File: src/rtl/lpm_pkg.sv
package lpm_pkg;

    localparam int CFG_W        = 3;
    localparam int CFG_PD_BIT   = 0;
    localparam int CFG_HS_BIT   = 1;
    localparam int CFG_LOCK_BIT = 2;

    typedef enum logic [2:0] {
        PS_RUN     = 3'd0,
        PS_IDLE    = 3'd1,
        PS_STANDBY = 3'd2,
        PS_HALT    = 3'd3,
        PS_RESTART = 3'd4
    } pwr_state_e;

    typedef enum logic [1:0] {
        LM_IDLE    = 2'd0,
        LM_STANDBY = 2'd1,
        LM_HALT    = 2'd2
    } lp_mode_e;

    typedef struct packed {
        logic cpu_stop;
        logic periph_en;
        logic tmr_en;
        logic osc_stop;
        logic wd_inh;
        logic restart;
    } clk_prof_t;

endpackage

File: src/rtl/lpm_cfg_regs.sv
module lpm_cfg_regs
    import lpm_pkg::*;
(
    input  logic             clk,
    input  logic             rst_n,
    input  logic             wr,
    input  logic [CFG_W-1:0] wdata,
    input  logic             lp_disable,
    output logic [CFG_W-1:0] rdata,
    output lp_mode_e         sel_mode
);

    logic pd_q;
    logic hs_q;
    logic lock_q;
    logic wr_ok;

    assign wr_ok = wr && !lock_q;

    always_ff @(posedge clk or negedge rst_n) begin
        if (!rst_n) begin
            pd_q   <= 1'b0;
            hs_q   <= 1'b0;
            lock_q <= 1'b0;
        end else if (wr_ok) begin
            if (!lp_disable) begin
                pd_q <= wdata[CFG_PD_BIT];
                hs_q <= wdata[CFG_HS_BIT];
            end
            lock_q <= wdata[CFG_LOCK_BIT];
        end
    end

    always_comb begin
        rdata               = '0;
        rdata[CFG_PD_BIT]   = pd_q;
        rdata[CFG_HS_BIT]   = hs_q;
        rdata[CFG_LOCK_BIT] = lock_q;
    end

    always_comb begin
        if (lp_disable || !pd_q) begin
            sel_mode = LM_IDLE;
        end else if (hs_q) begin
            sel_mode = LM_HALT;
        end else begin
            sel_mode = LM_STANDBY;
        end
    end

    AST_LOCK_STICKY: assert property (@(posedge clk) disable iff (!rst_n)
        lock_q |=> lock_q);

    AST_LOCKED_MODE_STABLE: assert property (@(posedge clk) disable iff (!rst_n)
        lock_q |=> $stable({pd_q, hs_q}));

    AST_DISABLED_WRITE_IGNORED: assert property (@(posedge clk) disable iff (!rst_n)
        lp_disable |=> $stable({pd_q, hs_q}));

endmodule

File: src/rtl/lpm_wake_qual.sv
module lpm_wake_qual #(
    parameter int NUM_EXT = 3
) (
    input  logic [NUM_EXT-1:0] ext_irq,
    input  logic [NUM_EXT-1:0] ext_irq_en,
    input  logic               tmr_irq,
    input  logic               hard_wd,
    output logic               wake_idle,
    output logic               wake_stby,
    output logic               wake_halt
);

    logic [NUM_EXT-1:0] ext_q;
    logic [NUM_EXT-1:0] ext_lp;

    assign ext_q = ext_irq & ext_irq_en;

    generate
        for (genvar i = 0; i < NUM_EXT; i++) begin : g_ext
            if (i == 0) begin : g_forced
                assign ext_lp[i] = ext_q[i] | (hard_wd & ext_irq[i]);
            end else begin : g_plain
                assign ext_lp[i] = ext_q[i];
            end
        end
    endgenerate

    assign wake_idle = (|ext_q) | tmr_irq;
    assign wake_stby = (|ext_lp) | tmr_irq;
    assign wake_halt = |ext_lp;

    always_comb begin
        AST_HALT_SET_SUBSET: assert (!wake_halt || wake_stby);
    end

endmodule

File: src/rtl/lpm_restart_timer.sv
module lpm_restart_timer #(
    parameter int RESTART_CYCLES = 8
) (
    input  logic clk,
    input  logic rst_n,
    input  logic run,
    output logic done
);

    localparam int CW = (RESTART_CYCLES < 2) ? 1 : $clog2(RESTART_CYCLES);
    localparam logic [CW-1:0] LAST = CW'(RESTART_CYCLES - 1);

    logic [CW-1:0] cnt_q;

    always_ff @(posedge clk or negedge rst_n) begin
        if (!rst_n) begin
            cnt_q <= '0;
        end else if (!run || cnt_q == LAST) begin
            cnt_q <= '0;
        end else begin
            cnt_q <= cnt_q + 1'b1;
        end
    end

    assign done = run && (cnt_q == LAST);

    AST_CNT_RANGE: assert property (@(posedge clk) disable iff (!rst_n)
        cnt_q <= LAST);

    AST_CNT_IDLE_ZERO: assert property (@(posedge clk) disable iff (!rst_n)
        !run |=> (cnt_q == '0));

endmodule

File: src/rtl/lpm_ctrl.sv
module lpm_ctrl
    import lpm_pkg::*;
#(
    parameter int NUM_EXT        = 3,
    parameter int RESTART_CYCLES = 8
) (
    input  logic               clk,
    input  logic               rst_n,
    input  logic               cfg_wr,
    input  logic [2:0]         cfg_wdata,
    output logic [2:0]         cfg_rdata,
    input  logic               opt_lp_disable,
    input  logic               opt_hard_wd,
    input  logic               idle_stb,
    input  logic [NUM_EXT-1:0] ext_irq,
    input  logic [NUM_EXT-1:0] ext_irq_en,
    input  logic               tmr_irq,
    output logic [2:0]         pwr_state,
    output logic               cpu_stop,
    output logic               periph_clk_en,
    output logic               tmr_clk_en,
    output logic               osc_stop,
    output logic               wd_clk_inhibit,
    output logic               clk_restart
);

    pwr_state_e state_q;
    pwr_state_e state_d;
    lp_mode_e   sel_mode;
    logic       wake_idle;
    logic       wake_stby;
    logic       wake_halt;
    logic       settle_done;
    clk_prof_t  prof;

    lpm_cfg_regs u_cfg (
        .clk        (clk),
        .rst_n      (rst_n),
        .wr         (cfg_wr),
        .wdata      (cfg_wdata),
        .lp_disable (opt_lp_disable),
        .rdata      (cfg_rdata),
        .sel_mode   (sel_mode)
    );

    lpm_wake_qual #(.NUM_EXT(NUM_EXT)) u_wake (
        .ext_irq    (ext_irq),
        .ext_irq_en (ext_irq_en),
        .tmr_irq    (tmr_irq),
        .hard_wd    (opt_hard_wd),
        .wake_idle  (wake_idle),
        .wake_stby  (wake_stby),
        .wake_halt  (wake_halt)
    );

    lpm_restart_timer #(.RESTART_CYCLES(RESTART_CYCLES)) u_settle (
        .clk   (clk),
        .rst_n (rst_n),
        .run   (state_q == PS_RESTART),
        .done  (settle_done)
    );

    always_comb begin
        state_d = state_q;
        unique case (state_q)
            PS_RUN: begin
                if (idle_stb) begin
                    unique case (sel_mode)
                        LM_IDLE:    if (!wake_idle) state_d = PS_IDLE;
                        LM_STANDBY: if (!wake_stby) state_d = PS_STANDBY;
                        LM_HALT:    if (!wake_halt) state_d = PS_HALT;
                        default:    state_d = PS_RUN;
                    endcase
                end
            end
            PS_IDLE:    if (wake_idle)   state_d = PS_RUN;
            PS_STANDBY: if (wake_stby)   state_d = PS_RUN;
            PS_HALT:    if (wake_halt)   state_d = PS_RESTART;
            PS_RESTART: if (settle_done) state_d = PS_RUN;
            default:    state_d = PS_RUN;
        endcase
    end

    always_ff @(posedge clk or negedge rst_n) begin
        if (!rst_n) begin
            state_q <= PS_RUN;
        end else begin
            state_q <= state_d;
        end
    end

    always_comb begin
        prof = '{cpu_stop: 1'b0, periph_en: 1'b1, tmr_en: 1'b1,
                 osc_stop: 1'b0, wd_inh: 1'b0, restart: 1'b0};
        unique case (state_q)
            PS_RUN: ;
            PS_IDLE: prof.cpu_stop = 1'b1;
            PS_STANDBY: begin
                prof.cpu_stop  = 1'b1;
                prof.periph_en = 1'b0;
                prof.wd_inh    = 1'b1;
            end
            PS_HALT: begin
                prof.cpu_stop  = 1'b1;
                prof.periph_en = 1'b0;
                prof.tmr_en    = 1'b0;
                prof.osc_stop  = 1'b1;
                prof.wd_inh    = 1'b1;
            end
            PS_RESTART: begin
                prof.cpu_stop  = 1'b1;
                prof.periph_en = 1'b0;
                prof.tmr_en    = 1'b0;
                prof.wd_inh    = 1'b1;
                prof.restart   = 1'b1;
            end
            default: ;
        endcase
    end

    assign pwr_state      = state_q;
    assign cpu_stop       = prof.cpu_stop;
    assign periph_clk_en  = prof.periph_en;
    assign tmr_clk_en     = prof.tmr_en;
    assign osc_stop       = prof.osc_stop;
    assign wd_clk_inhibit = prof.wd_inh;
    assign clk_restart    = prof.restart;

    AST_DISABLE_GIVES_IDLE: assert property (@(posedge clk) disable iff (!rst_n)
        (state_q == PS_RUN && idle_stb && opt_lp_disable && !wake_idle)
        |=> (pwr_state == 3'd1));

    AST_HALT_ENTRY_STOPS_OSC: assert property (@(posedge clk) disable iff (!rst_n)
        (state_q == PS_RUN && idle_stb && sel_mode == LM_HALT && !wake_halt)
        |=> (osc_stop && !tmr_clk_en));

    AST_TMR_NO_HALT_WAKE: assert property (@(posedge clk) disable iff (!rst_n)
        (state_q == PS_HALT && !wake_halt) |=> (pwr_state == 3'd3));

    AST_HALT_WAKE_RESTART: assert property (@(posedge clk) disable iff (!rst_n)
        (state_q == PS_HALT && wake_halt) |=> (clk_restart && cpu_stop && !osc_stop));

    AST_STRAY_IDLE_NO_EFFECT: assert property (@(posedge clk) disable iff (!rst_n)
        (state_q == PS_STANDBY && !wake_stby) |=> (pwr_state == 3'd2));

endmodule

File: config.mk
export PLATFORM = sky130hd
export DESIGN_NAME = lpm_ctrl
export DESIGN_NICKNAME = d
export VERILOG_FILES = /design/src/rtl/lpm_pkg.sv /design/src/rtl/lpm_cfg_regs.sv /design/src/rtl/lpm_wake_qual.sv /design/src/rtl/lpm_restart_timer.sv /design/src/rtl/lpm_ctrl.sv
export SDC_FILE = /design/constraint.sdc
export NUM_CORES = 1
export LEC_CHECK = 0
export BUFFER_PORTS_ARGS = -buffer_cell sky130_fd_sc_hd__buf_2
export CAP_MARGIN = 25
export CORE_AREA = 5 5 42 44
export CTS_CLUSTER_DIAMETER = 120
export CTS_CLUSTER_SIZE = 12
export DETAILED_ROUTE_END_ITERATION = 8
export DIE_AREA = 0 0 47 49
export GPL_ROUTABILITY_DRIVEN = 0
export GPL_TIMING_DRIVEN = 0
export PLACE_DENSITY = 0.79
export SETUP_SLACK_MARGIN = 0.4
export SLEW_MARGIN = 40
export SYNTH_ARGS = -nofsm -noshare
export SYNTH_HDL_FRONTEND = slang
export SYNTH_SLANG_ARGS = --single-unit
File: constraint.sdc
create_clock -name clk -period 2.3 [get_ports clk]
set_clock_uncertainty 0.2 [all_clocks]
set_input_delay 0.345 -clock clk [delete_from_list [all_inputs] [get_ports clk]]
set_output_delay 0.345 -clock clk [all_outputs]
set_load 0.02 [all_outputs]
# == Word level (Yosys, flattened, before mapping) ==
# Cells that the tools add are included.
# op_classes
add_sub_neg,1
n_mux,19
reduce_logical,16
n_eq_ne,15
n_bitwise,6
# ops
operator,n
3-bit two-way mux,9
3-bit one-hot mux with 5 select lines,1
"2-bit != test, second input constant",5
"3-bit != test, second input constant",3
3-bit one-hot mux with 3 select lines,1
3-bit OR reduction,3
8-bit AND reduction,1
"3-bit by 2-bit == test with 1-bit output, second input constant",2
"3-bit == test, second input constant",2
1-bit two-way mux,6
2-bit two-way mux,2
4-bit OR reduction,1
"3-bit by 1-bit adder with 3-bit output, second input constant",1
3-bit bitwise AND,1
"3-bit by 1-bit == test with 1-bit output, second input constant",1
1-bit logical NOT,3
3-bit logical NOT,1
1-bit bitwise OR,3
"2-bit by 1-bit == test with 1-bit output, second input constant",1
"2-bit == test, second input constant",1
1-bit logical AND,2
2-bit logical NOT,1
1-bit logical OR,2
2-bit AND reduction,1
other kinds (3),3
# word_totals
output_inout_bits,12
input_bits,16
word_cells,62
register_bits,9

# == Logic depth before layout (Yosys ltp) ==
# depth
ltp_word,8
mapped_depth,4
depth_no_buf,4

# == Modules after synthesis ==
# Synthesis repeated with hierarchy kept, for this count alone.
# hier_totals
hier_cells,55
area_unflattened_um2,601.8
# by_module_without_submodules
module,cells_per_inst,area_each_um2,n_inst,seq_area_each_um2
lpm_ctrl,27,264.0,1,75.1
lpm_cfg_regs,12,157.7,1,75.1
lpm_restart_timer,9,137.6,1,75.1
lpm_wake_qual,7,42.5,1,0.0

# == Least setup slack after synthesis ==
# No wires, ideal clock.
# synth_timing
kind,register -> output
startpoint,register state_q[1] (netlist: pwr_state[1])
endpoint,output periph_clk_en
n_path_buf,0
stages_incl_launch_ff,4
slack_ns,0.313
arrival_time_ns,1.442
required_time_ns,1.755
cell_sequence,dfrtp_1 inv_1 o21ai_0 inv_1
# synth_via
elab_chain_len,3
# synth_rtl
element,line,rtl
"start, declared",lpm_ctrl.sv:27,pwr_state_e state_q;
"start signal, assigned",lpm_ctrl.sv:88,state_q <= state_d;
3-bit by 2-bit == test with 1-bit output or 3-bit == test (tied branches),lpm_ctrl.sv:95,unique case (state_q)
3-bit OR reduction (no source line) (*),--,
1-bit two-way mux (*),lpm_ctrl.sv:95,
"end, declared",lpm_ctrl.sv:20,"output logic periph_clk_en,"
# Mark *: on every way between the ends. The rest lies on a longest branch, timed or not.

# == Worst setup path after layout ==
# layout_timing
startpoint,register state_q[0] (netlist: pwr_state[0])
endpoint,output periph_clk_en
# The elaborated chain is that of the path after synthesis.

==> flow_summary.yaml <==
status:
  status: "complete, no violations"
pwr:
  p_int_uw: 290
  powerDensity_mw_per_mm2: 584
  leakage_uw: 0.000383
  swShare_pct: 30.9
  ir_worst_vdd_uv: 368
  clkPwrFrac_pct: 28.6
  sequentialPowerShare_pct: 43.6
  power_frac_comb_pct: 27.8
  p_sw_uw: 129
clock_network:
  htree_num_levels: 1
  cts_buffers: 3
  cts-root-buf: "clkbuf_4"
  clock_path_buffers: 2
  clkSinkCount: 9
  cts_tree: "done"
  clk_pin_slew_worst_paths_ns: 0.06
  clk_latency_ns: 0.26
sta:
  worst_pin_slew_ns: 0.335
  period_share_pct: 79.4
  slew_violations: 0
  grt_setup_unrepaired: "true"
  setup_viol: 0
  fmax_mhz: 548
  fin_crit_ns: 1.83
  hold_viol: 0
  tns_ns: 0
  slew_headroom_pct: 77.6
  worst_slack_ns: 0.475
floorplanning:
  io_pins: 28
  std_cell_rows: 14
  dieWidth_um: 47
  dieArea_sq_mm: 0.00230
  start_util_pct: 35.5
  placeableCoreArea_sq_mm: 0.00140
  die-height_um: 49
final_layout:
  antenna_cells: 0
  fillers: 152
  fin_nets: 103
  stdcell_count: 100
  drive_gt1_share_pct: 53.6
  regArea_sq_um: 226
  final_area_sq_um: 717
  area_delta_synth_final_pct: 44.0
  multi_input_comb_area_sq_um: 238
detailed_routing:
  drc: 0
  ant_nets: 0
  drtIter0Drc: 6
  drt-pass1-iter-count: 4
  via_count: 465
  viasPerCell: 4.65
  drt-total-wl_um: 1120
  wl_per_cell_um: 11.2
worst_setup_path:
  crit_chain: "nor2_4 -> nand2_2 -> o21ai_1 -> inv_1 -> buf_2"
  cp_num_buf_inv: 2
  end_kind: "output port"
  arrival_ns: 1.28
  slowest_stage: "dfrtp_2"
  crit_family: "flip-flops"
  cpPeakStageDelay_ns: 0.44
  crit_path_start_kind: "flop"
  critical_path_class: "reg2out"
  crit_required_ns: 1.75
  path_max_fanout: 6
logic_synthesis:
  synth.yosys.warnings: 0
  ys_ff_latch: 9
  synth_area_sq_um: 498
  synth_seq_area_share_pct: 45.2
  synth.avg_cell_area_sq_um: 10.2
  syn-num-nets: 67
  synthCells: 49
  netlist-cell-type-count: 22
global_routing:
  grt_pass1_wl_um: 1830
  overflow: 0
  grt_max_degree: 10
  antenna_found_initial: 0
  gr-usage-all-layers_pct: 11.0
  grt_pass1_vias: 465
placement:
  dp_slack_ns: 0.692
  dpl.hpwl_um: 944
  dp_cells: 92
  io_buffers: 27
  placed_area_sq_um: 653
job:
  drv_cap: 0
hold_path:
  hp-class: "in2reg"
==> routing by layer <==
metal,GRT usage (%),vias up,wire length (um)
met2,18.6,17,603
met5,0,-,0
met1,10.9,208,408
li1,-,237,-
met3,4.80,3,84
met4,5.53,0,19
==> flip-flops by register name, summed over array words and instances, names as in the netlist <==
register        count
u_cfg.pd_q          1
pwr_state           3
u_settle.cnt_q      3
u_cfg.hs_q          1
u_cfg.lock_q        1
==> worst reg2reg max path, delay by kind of cell (launching register included) <==
family | cells | cell delay, ns
AO/OA/AOI/OAI | 3 | 0.47
buffers and inverters | 1 | 0.13
flip-flops | 1 | 0.44
AND/OR/NAND/NOR | 1 | 0.14
==> cells by family (layout without fill, tap and decap cells) <==
logic type	after synthesis	count (layout)	share of synthesized area, %
adder cells (fa/ha/maj)	2	2	5.02
XOR/XNOR	1	1	1.76
multiplexers	1	1	2.26
buffers and inverters	7	42	7.54
AND/OR/NAND/NOR	16	16	20.6
AO/OA/AOI/OAI	13	13	17.6
flip-flops	9	9	45.2
==> synth_stat cells, drive strengths merged <==
library cell,number,area share [%]
a21oi,3,3.0
nor3,1,1.0
buf,3,4.5
nand2,5,3.8
inv,4,3.0
xnor2,1,1.8
dfrtp,9,45
nor2,3,3.8
a211o,2,3.5
mux2,1,2.3
o211ai,2,4.0
nand3,1,1.0
ha,2,5.0
a22oi,1,1.5
a21o,1,1.5
nor3b,4,7.0
o21ai,4,4.0
nand2b,2,4.0
==> final timing paths <==
check,from,endpoint,slack (ns),cells after the start
max in group asynchronous,rst_n,pwr_state[0]$_DFFE_PN0P_,1.46,2
worst min-delay path,cfg_wdata[2],u_cfg.lock_q$_DFFE_PN0P_,0.08,2
worst max register to register,pwr_state[0]$_DFFE_PN0P_,pwr_state[0]$_DFFE_PN0P_,0.83,5
worst min register to register,u_settle.cnt_q[0]$_DFF_PN0_,u_settle.cnt_q[0]$_DFF_PN0_,0.24,1
worst max-delay path,pwr_state[0]$_DFFE_PN0P_,periph_clk_en,0.47,5
min in group asynchronous,rst_n,u_settle.cnt_q[2]$_DFF_PN0_,0.25,2
==> stage by stage <==
stage	power, uW	hold WS (ns)	utilization [%]
3_3_place_gp	290	0.00291	46.6
3_5_place_dp	294	-0.00220	46.6
6_report	419	0.0841	51.2
4_1_cts	420	0.0791	49.5
2_1_floorplan	252	-0.151	-
5_1_grt	452	0.0799	51.2
==> placed cells by master (no fill, tap or decap) <==
cell            n
a22oi_1         1
a211o_1         2
o211ai_1        1
o21ai_0         3
nand3_1         1
a21oi_1         3
xnor2_1         1
ha_1            2
buf_4           6
inv_2           1
nor2_1          2
nand2b_4        1
nor3b_1         3
nand2_2         1
clkinv_2        1
nand2_1         4
inv_1           3
nand2b_1        1
dfrtp_1         8
o21ai_1         1
nor3_1          1
nor2_4          1
dfrtp_2         1
nor3b_2         1
mux2_2          1
clkbuf_4        3
buf_2          27
o211ai_2        1
dlygate4sd3_1   1
a21o_1          1
==> what timing repair did <==
item,in CTS,in global routing
endpoints found under the hold margin,9,0
hold buffers,1,0
pin swaps,0,2
gates resized for setup,1,2
buffers inserted,0,3
setup endpoints to repair,1,4
==> power groups by stage <==
| stage | logic, uW | registers, uW | clock network [uW] |
|---|---|---|---|
| 2_1_floorplan | 65.3 | 187 | 0 |
| 3_3_place_gp | 106 | 184 | 0 |
| 3_5_place_dp | 109 | 185 | 0 |
| 4_1_cts | 111 | 182 | 127 |
| 5_1_grt | 128 | 184 | 141 |
| 6_report | 117 | 183 | 120 |
==> layout make-up <==
class | count | share of cell area [%]
clock buffer | 3 | 3.14
multi-input combinational | 33 | 33.2
tap | 16 | 2.79
buffer | 3 | 3.14
clock inverter | 1 | 0.698
inverter | 4 | 2.09
timing repair buffer | 31 | 23.4
sequential | 9 | 31.6
Note: power is estimated with default switching activity, not from simulation.
